==> config.mk <==
export PLATFORM = sky130hd
export DESIGN_NAME = fsh_unit
export DESIGN_NICKNAME = d
export VERILOG_FILES = /design/src/rtl/fsh_pkg.sv /design/src/rtl/fsh_funnel.sv /design/src/rtl/fsh_lane.sv /design/src/rtl/fsh_ctl.sv /design/src/rtl/fsh_unit.sv
export SDC_FILE = /design/constraint.sdc
export NUM_CORES = 1
export LEC_CHECK = 0
export ABC_AREA = 1
export CAP_MARGIN = 25
export CORE_MARGIN = 3
export CORE_UTILIZATION = 59
export DETAILED_ROUTE_END_ITERATION = 16
export PLACE_DENSITY = 0.94
export SYNTH_ARGS = -nofsm -noshare
export SYNTH_HDL_FRONTEND = slang
export SYNTH_SLANG_ARGS = --single-unit
==> constraint.sdc <==
create_clock -name clk -period 2.75 [get_ports clk]
set_input_delay 0.275 -clock clk [delete_from_list [all_inputs] [get_ports clk]]
set_output_delay 0.275 -clock clk [all_outputs]
set_load 0.05 [all_outputs]
==> src/rtl/fsh_pkg.sv <==
package fsh_pkg;

    typedef enum logic [1:0] {
        OP_FUNNEL = 2'd0,
        OP_BEXT   = 2'd1,
        OP_BINS   = 2'd2,
        OP_LDCTL  = 2'd3
    } fsh_op_e;

endpackage

==> src/rtl/fsh_funnel.sv <==
module fsh_funnel #(
    parameter int DATA_W = 32,
    localparam int CNT_W = $clog2(DATA_W)
) (
    input  logic [DATA_W-1:0] hi_word,
    input  logic [DATA_W-1:0] lo_word,
    input  logic [CNT_W-1:0]  count,
    output logic [DATA_W-1:0] window
);
    logic [2*DATA_W-1:0] joined;

    always_comb begin
        joined = {hi_word, lo_word} << count;
        window = joined[2*DATA_W-1:DATA_W];
    end
endmodule

==> src/rtl/fsh_lane.sv <==
module fsh_lane #(
    parameter int DATA_W = 32,
    parameter int BYTE_W = 8,
    localparam int LANES = DATA_W / BYTE_W,
    localparam int PTR_W = $clog2(LANES)
) (
    input  logic [DATA_W-1:0] word_a,
    input  logic [DATA_W-1:0] word_b,
    input  logic [PTR_W-1:0]  ptr,
    input  logic              big_endian,
    output logic [DATA_W-1:0] ext_out,
    output logic [DATA_W-1:0] ins_out
);
    logic [PTR_W-1:0]  lane;
    logic [BYTE_W-1:0] picked [LANES];

    always_comb begin
        lane = big_endian ? PTR_W'(LANES - 1) - ptr : ptr;
    end

    for (genvar g = 0; g < LANES; g++) begin : g_lane
        assign picked[g] = word_a[g*BYTE_W +: BYTE_W];
        assign ins_out[g*BYTE_W +: BYTE_W] =
            (lane == PTR_W'(g)) ? word_b[BYTE_W-1:0] : word_a[g*BYTE_W +: BYTE_W];
    end

    always_comb begin
        ext_out = {word_b[DATA_W-1:BYTE_W], picked[lane]};
    end
endmodule

==> src/rtl/fsh_ctl.sv <==
module fsh_ctl #(
    parameter int CNT_W = 5,
    parameter int PTR_W = 2
) (
    input  logic             clk,
    input  logic             rst_n,
    input  logic             load,
    input  logic [CNT_W+PTR_W-1:0] value,
    output logic [CNT_W-1:0] count,
    output logic [PTR_W-1:0] ptr
);
    always_ff @(posedge clk or negedge rst_n) begin
        if (!rst_n) begin
            count <= '0;
            ptr   <= '0;
        end else if (load) begin
            count <= value[CNT_W-1:0];
            ptr   <= value[CNT_W +: PTR_W];
        end
    end

    assert_ctl_hold_R7: assert property (@(posedge clk) disable iff (!rst_n)
        !load |=> ($stable(count) && $stable(ptr)));
endmodule

==> src/rtl/fsh_unit.sv <==
module fsh_unit
    import fsh_pkg::*;
#(
    parameter int DATA_W = 32,
    parameter int BYTE_W = 8,
    localparam int LANES = DATA_W / BYTE_W,
    localparam int CNT_W = $clog2(DATA_W),
    localparam int PTR_W = $clog2(LANES)
) (
    input  logic              clk,
    input  logic              rst_n,
    input  logic              op_valid,
    input  logic [1:0]        op_code,
    input  logic              big_endian,
    input  logic [DATA_W-1:0] src_a,
    input  logic [DATA_W-1:0] src_b,
    output logic              res_valid,
    output logic [DATA_W-1:0] res_data
);
    fsh_op_e           op;
    logic              ld;
    logic [CNT_W-1:0]  count;
    logic [PTR_W-1:0]  ptr;
    logic [DATA_W-1:0] funnel_out, ext_out, ins_out, next_res;

    assign op = fsh_op_e'(op_code);
    assign ld = op_valid && (op == OP_LDCTL);

    fsh_ctl #(.CNT_W(CNT_W), .PTR_W(PTR_W)) i_ctl (
        .clk(clk), .rst_n(rst_n), .load(ld),
        .value(src_a[CNT_W+PTR_W-1:0]), .count(count), .ptr(ptr)
    );

    fsh_funnel #(.DATA_W(DATA_W)) i_funnel (
        .hi_word(src_a), .lo_word(src_b), .count(count), .window(funnel_out)
    );

    fsh_lane #(.DATA_W(DATA_W), .BYTE_W(BYTE_W)) i_lane (
        .word_a(src_a), .word_b(src_b), .ptr(ptr), .big_endian(big_endian),
        .ext_out(ext_out), .ins_out(ins_out)
    );

    always_comb begin
        unique case (op)
            OP_FUNNEL: next_res = funnel_out;
            OP_BEXT:   next_res = ext_out;
            OP_BINS:   next_res = ins_out;
            default:   next_res = res_data;
        endcase
    end

    always_ff @(posedge clk or negedge rst_n) begin
        if (!rst_n) begin
            res_valid <= 1'b0;
            res_data  <= '0;
        end else begin
            res_valid <= op_valid && !ld;
            if (op_valid && !ld) res_data <= next_res;
        end
    end

    assert_load_silent_R8: assert property (@(posedge clk) disable iff (!rst_n)
        ld |=> (!res_valid && $stable(res_data)));
    assert_issue_strobe_R9: assert property (@(posedge clk) disable iff (!rst_n)
        (op_valid && op != OP_LDCTL) |=> res_valid);
    assert_idle_quiet_R9: assert property (@(posedge clk) disable iff (!rst_n)
        !op_valid |=> !res_valid);
    assert_bext_merge_R4: assert property (@(posedge clk) disable iff (!rst_n)
        (op_valid && op == OP_BEXT) |=> (res_data[DATA_W-1:BYTE_W] == $past(src_b[DATA_W-1:BYTE_W])));
endmodule

Word level (Yosys, flattened, before mapping)
Cells that the tools add are included.
{ "classes": {"bitwise_logic": 1, "muxes": 9, "addsub": 1, "n_reduce_logical": 7, "n_eq_ne": 6, "magnitude_cmp": 1, "shifts": 1} }
{ "op_table": {"columns": ["op", "count"], "rows": [
  ["case mux 32 bit (3 select lines)", 1],
  ["<< shifter 64 x 5 -> 64 bit", 1],
  ["2-to-1 mux 8 bit", 6],
  ["binary-select mux 8 bit (select 2 bit)", 1],
  ["== test 2 bit (second input constant)", 4],
  ["== test 2 x 1 -> 1 bit (second input constant)", 2],
  ["logical NOT 2 bit", 2],
  [">= comparator 3 bit (second input constant)", 1],
  ["inverter 2 -> 3 bit", 1],
  ["nonzero test 3 bit", 1],
  ["logical AND 1 bit", 2],
  ["2-to-1 mux 2 bit", 1],
  ["AND reduction 2 bit", 1],
  ["subtractor 2 bit (first input constant)", 1],
  ["logical NOT 1 bit", 1]
]} }
{ "totals": {"register_bits": 40, "word_cells": 30, "in_bits": 70, "out_inout_bits": 33} }

Logic depth before layout (Yosys ltp)
Gate-level depths: netlist of run 1.
{ "depth": {"ltp_word": 7, "ltp_mapped": 12, "mapped_depth_nobuf": 11} }

Hierarchy
A second synthesis of run 1 with hierarchy kept.
{ "unflattened": {"hier_cells": 1205, "area_unflattened_um2": 6309.8} }
{ "modules_own_cells": {"columns": ["mod", "cells_per_inst", "seq_area_each_um2", "area_each_um2", "n_inst"], "rows": [
  ["fsh_funnel", 639, 0.0, 2965.3, 1],
  ["fsh_unit", 319, 825.8, 2035.7, 1],
  ["fsh_lane", 217, 0.0, 1039.7, 1],
  ["fsh_ctl", 30, 175.2, 269.0, 1]
]} }

Worst setup path after synthesis of run 1
No wires, ideal clock.
{ "synth_timing": {"path_type": "flip-flop to flip-flop", "startpoint": "reg i_ctl.count[3]", "endpoint": "reg res_data[0]", "path_stages_with_launch": 10, "arrival_ps": 1447, "setup_ps": 118, "path_buffers": 3, "required_time_ps": 2632, "period_less_slack_ps": 1565, "path_slack_ps": 1185, "path_cell_list": "dfrtp_1 > clkbuf_1 > inv_1 > clkbuf_1 > clkbuf_1 > nand3_1 > nand3_1 > nand3_1 > nand2_1 > nand2_1"} }
{ "synth_via": {"elab_chain_len": 2} }
{ "synth_rtl": {"columns": ["element", "line_no", "source"], "rows": [
  ["start: declaration", "fsh_ctl.sv:9", "output logic [CNT_W-1:0] count,"],
  ["start signal: assignment", "fsh_ctl.sv:17", "count <= value[CNT_W-1:0];"],
  ["<< shifter 64 x 5 -> 64 bit", "fsh_funnel.sv:13", "joined = {hi_word, lo_word} << count;"],
  ["case mux 32 bit (3 select lines)", "fsh_unit.sv:44", "unique case (op)"],
  ["end signal: assignment", "fsh_unit.sv:58", "if (op_valid && !ld) res_data <= next_res;"],
  ["end: declaration", "fsh_unit.sv:18", "output logic [DATA_W-1:0] res_data"]
]} }
No other way between the ends.
A chain may end at the register's enable or synchronous reset.

Worst setup path in the final report of run 1
{ "layout_timing": {"startpoint": "in big_endian", "endpoint": "reg res_data[9]"} }
{ "layout_via": {"elab_chain_len": 4} }
{ "layout_rtl": {"columns": ["element", "line_no", "source"], "rows": [
  ["start: declaration", "fsh_unit.sv:14", "input logic big_endian,"],
  ["2-to-1 mux 2 bit", "fsh_lane.sv:18", "lane = big_endian ? PTR_W'(LANES - 1) - ptr : ptr;"],
  ["== test 2 x 1 -> 1 bit", "fsh_lane.sv:24", "(lane == PTR_W'(g)) ? word_b[BYTE_W-1:0] : word_a[g*BYTE_W +: BYTE_W];"],
  ["2-to-1 mux 8 bit", "fsh_lane.sv:24", null],
  ["case mux 32 bit (3 select lines)", "fsh_unit.sv:44", null]
]} }
No other way between the ends.

==> results of run 1 <==
-- synthesized netlist by cell type --
| master | n |
|---|---|
| dfrtp_1 | 40 |
| nor2_4 | 1 |
| a21oi_1 | 41 |
| buf_2 | 16 |
| buf_6 | 2 |
| clkinv_1 | 2 |
| inv_1 | 58 |
| buf_1 | 13 |
| xnor2_1 | 1 |
| o211ai_1 | 16 |
| nor2_2 | 2 |
| nor2_1 | 22 |
| inv_2 | 2 |
| nand2_1 | 378 |
| nand2_2 | 2 |
| o21ai_0 | 13 |
| ha_1 | 3 |
| clkbuf_1 | 50 |
| nand2_4 | 2 |
| xor2_4 | 1 |
| nand4_1 | 3 |
| nand3_1 | 431 |
-- path summary, 6_finish.rpt --
kind | startpoint | to | cells after the start
setup / recovery | big_endian | res_data[9] | 9
hold / removal | rst_n | res_data[6] | 2
setup reg to reg | i_ctl.count[1] | res_data[5] | 8
hold reg to reg | res_data[26] | res_data[26] | 2
max in group asynchronous | rst_n | res_data[12] | 3
min in group clk | res_data[26] | res_data[26] | 2
-- layer usage --
layer	vias to the layer above	GRT usage, %	wire length (um)
met5	-	0	0
met4	0	26.8	2090
met3	183	13.6	4180
met2	843	66.6	10300
met1	3592	57.2	8650
li1	3813	-	-
-- area by class of cell --
cell class,count,area share (%)
timing repair buffer,127,17.6
inverter,62,3.35
clock inverter,2,0.559
sequential,40,14.5
tap,129,2.33
clock buffer,6,1.19
multi-input combinational,916,60.5
-- logic make-up after synthesis --
family / after synthesis / share of synthesized area [%]
simple gates: 841 / 64.7
xor+xnor: 2 / 0.629
compound gates: 70 / 6.76
buf+inv: 143 / 9.90
flops: 40 / 17.3
fa+ha+maj: 3 / 0.650
-- critical path, stage by stage --
cell and delay [ps]:
clkdlybuf4s50_1 590, xnor2_1 440, nand2_1 410, o211ai_1 310
nand3_1 150, nand2_1 90, inv_1 40, nand2_1 40
nand2_1 40
-- flip-flops by register name, summed over array words and instances (netlist names) --
signal,count
res_valid,1
i_ctl.count,5
res_data,32
i_ctl.ptr,2
-- report_power, final --
part,leakage [nW],switching (mW),internal [mW],total [mW]
logic,2.90,2.11,0.932,3.04
clock network,0.0614,0.258,0.298,0.556
registers,0.484,0.0923,0.712,0.804
==> metrics.cfg, run 1 <==
[global_routing]
overflow = 0
grt_pass1_wl_um = 39400
gr-usage-all-layers_pct = 44.9
grt_max_degree = 62
antenna_found_initial = 0
grt_pass1_vias = 7445

[finish]
layout_common_cells = 431 x nand3_1, 378 x nand2_1, 101 x clkdlybuf4s50_1
area_growth_pct = 20.2
layout-drive-gt1-share_pct = 3.90
n_antenna_cell = 0
final_area_um2 = 6940
multi_input_area_um2 = 4200
layout.nets = 1225
seqCellArea_um2 = 1000
fillers = 871
fin_util_pct = 74.0
stdcell_count = 1282
layout_commonest_cell = nand3_1

[synthesis]
yosysTopAreaCell = nand3_1
synth_cell_type_count = 22
yosysSeqAreaShare_pct = 17.3
ys_warn_count = 0
yosys-top-cells-area = nand3_1 37%, nand2_1 25%, dfrtp_1 17%
syn_inst = 1099
synth_nets = 1172
synth_top_area_share_pct = 37.4
ys_seq_elements = 40
avgSynthCellArea_um2 = 5.25
syn_area_um2 = 5770

[clock_network]
cts_buffer_depth = 2
htreeDepth = 2
cts_tree = built
path_clk_slew_ps = 110
cts_resized = 0
cts_buffers = 5
cts_root_buffer = clkbuf_8
postCtsSetupBuffers = 0
cts.sinks = 40
ctsHoldBuffers = 0
clkLatencyLatePin_ps = 320

[floorplanning]
ios = 103
initial_core_util_pct = 61.6
num_rows = 35
die_area_um2 = 11000
core_um2 = 9370
die_w_um = 105
die_h_um = 105

[detailed_routing]
drc_errors = 0
drtIter0Drc = 1520
postRouteAntennaNets = 0
vias = 8431
first_pass_iters = 6
routed_wire_length_per_instance_um = 19.6
vias_per_cell = 6.58
drt-total-wl_um = 25200

[sta]
max_freq_ghz = 0.456
slew_headroom_pct = 42.4
finalClockSkew_ps = 18.6
setup_tns_ps = 0
finalHoldViolCount = 0
setup_viol = 0
min_period_over_period_pct = 79.8
rsz0062_at_grt = false
setup_slack_ps = 555
final-max-slew-violation-count = 0
worst_hold_slack_ps = 401
period_minus_slack_ps = 2190
worst_slew_pin_slew_ps = 863

[job]
drv_cap = 0

[power]
p_per_area_nw_per_um2 = 634
finalPower_mw = 4.40
power.leakage_nw = 3.45
ir_drop_mv = 0.369

[worst_setup_path]
r2r_setup_slack_ps = 650
cp.required_ps = 2960
crit_path_start_kind = primary input
end_kind = flop
worstPathArrival_ps = 2400
crit_fanout = 16
critical_path_class = in -> reg

[place]
pre_cts_ws_ps = 286
io_buffers = 102
placed_area_um2 = 6790
post-place-cells = 1272
hpwl_um = 18500
gp_congestion = 1.06

[worst_hold_path]
min_path_type = in -> async

[outcome]
status = completed

Power figures use the tool's default switching activity.
==> inputs of run 2 (changes only) <==
- CORE_UTILIZATION: 59 -> 50
- PLACE_DENSITY: 0.94 -> 0.85
- clock period: 2.75 -> 1.88 ns (I/O delays scaled with it)
==> metrics.cfg, run 2 (synthesis gave the netlist of run 1 again) <==
[worst_hold_path]
min_path_type = in -> async

[sta]
finalHoldViolCount = 0
period_minus_slack_ps = 1830
min_period_over_period_pct = 97.5
worst_slew_pin_slew_ps = 550
rsz0062_at_grt = true
setup_viol = 0
final-max-slew-violation-count = 0
max_freq_ghz = 0.546
worst_hold_slack_ps = 347
slew_headroom_pct = 63.2
finalClockSkew_ps = 6.36

[detailed_routing]
drc_errors = 0
vias_per_cell = 6.36
postRouteAntennaNets = 0
routed_wire_length_per_instance_um = 20.5
drt-total-wl_um = 27400
drtIter0Drc = 1745
first_pass_iters = 8
vias = 8499

[worst_setup_path]
critical_path_class = reg -> reg
crit_path_start_kind = flop
timing.rr.end = res_data[22]
crit_fanout = 32
cp.required_ps = 2090
crit_start = i_ctl.count[0]
reg2reg_from = i_ctl.count[0]
cp_cell_sequence = clkinvlp_4 -> buf_12 -> nand2_1 -> nand3_1 -> nand3_1 -> nand2_1 -> nand2_1 -> nand3_1 -> nand3_2 -> a21oi_2
cpPeakStageDelay_ps = 440
ff2ff_path_depth = 10
end_kind = flop
critPathSlowestCell = dfrtp_2
worstPathArrival_ps = 2040
path_buf_inv = 2
cp-endpoint = res_data[22]
cp_top_family = simple AND/OR/NAND/NOR gates
path_depth = 10
r2r_setup_slack_ps = 50

[floorplanning]
core_um2 = 11100
initial_core_util_pct = 52.1
ios = 103
num_rows = 38
die_w_um = 113
die_h_um = 113
die_area_um2 = 12900

[place]
hpwl_um = 21400
gp_congestion = 1.10
io_buffers = 102
post-place-cells = 1327

[clock_network]
cts_tree = built
cts_buffers = 5
cts_buffer_depth = 2
path_clk_slew_ps = 60
htreeDepth = 2
cts.sinks = 40
clkLatencyLatePin_ps = 290
cts_root_buffer = clkbuf_16

[global_routing]
antenna_found_initial = 0
overflow = 0
gr-usage-all-layers_pct = 42.0
grt_pass1_vias = 7519
grt_pass1_wl_um = 42200
grt_max_degree = 49

[finish]
largest_register_ffs = 32
area_growth_pct = 30.8
layout.nets = 1269
fillers = 1070
layout_commonest_cell = nand3_1
layout_common_cells = 424 x nand3_1, 376 x nand2_1, 101 x clkdlybuf4s50_1
n_antenna_cell = 0
reg_top3 = res_data: 32 flops, i_ctl.count: 5 flops, i_ctl.ptr: 2 flops
stdcell_count = 1337
largest_register = res_data
layout-drive-gt1-share_pct = 8.35

[power]
p_per_area_nw_per_um2 = 914
power.leakage_nw = 3.75
ir_drop_mv = 0.887
finalPower_mw = 6.91

[outcome]
status = completed

[job]
drv_cap = 0

-- run 2: how the worst min path moves through the flow --
stage,slack (ps),endpoint,from
finish,350,res_data[17],rst_n
global placement,120,res_data[17],rst_n
floorplan,-110,i_ctl.count[0],rst_n
global route,360,res_data[26],rst_n
detailed placement,120,res_data[17],rst_n
CTS,350,res_data[17],rst_n
-- run 2: report_power, final --
group	internal [mW]	total (mW)	leakage, nW	switching (mW)
sequential	1.04	1.21	0.484	0.167
combinational	1.61	4.82	3.20	3.21
clock	0.530	0.877	0.0712	0.346
total	3.19	6.91	3.75	3.72
-- run 2: layout make-up --
cell class                 count  area (um^2)  area share (%)
timing repair buffer         171         1740            23.0
inverter                      62          236            3.13
clock buffer                   8          146            1.94
tap                          140          175            2.32
sequential                    40         1000            13.3
multi-input combinational    916         4250            56.3
-- run 2: timing repair --
action | in CTS | in global routing
buffers inserted | 0 | 1
hold buffers | 1 | 0
endpoints found under the setup margin | 1 | 22
gates resized for setup | 1 | 13
endpoints found under the hold margin | 13 | 0
-- run 2: per-stage QoR --
step | util (%) | setup WS [ps] | cell area [um^2] | setup TNS [ps]
after floorplan | - | 315 | 5770 | 0
after global placement | 66.2 | -109 | 7330 | -1150
after detailed placement | 66.2 | -134 | 7330 | -2340
after CTS | 67.6 | 3.13 | 7490 | 0
after global routing | 68.2 | -12.9 | 7550 | -30.4
final | 68.2 | 47.5 | 7550 | 0
-- run 2: per-layer routing --
layer | track usage, % | part of all wire [%] | routed length [um]
met5 | 0 | 0 | 0
met3 | 11.9 | 14 | 3940
met2 | 61.9 | 41 | 11300
met4 | 15.9 | 5.0 | 1380
met1 | 58.3 | 39 | 10800
==> inputs of run 3 (changes only) <==
- HOLD_SLACK_MARGIN: not set -> 0.05
==> results of run 3 <==
The final DEF is identical to that of run 2; final timing and power are the same.
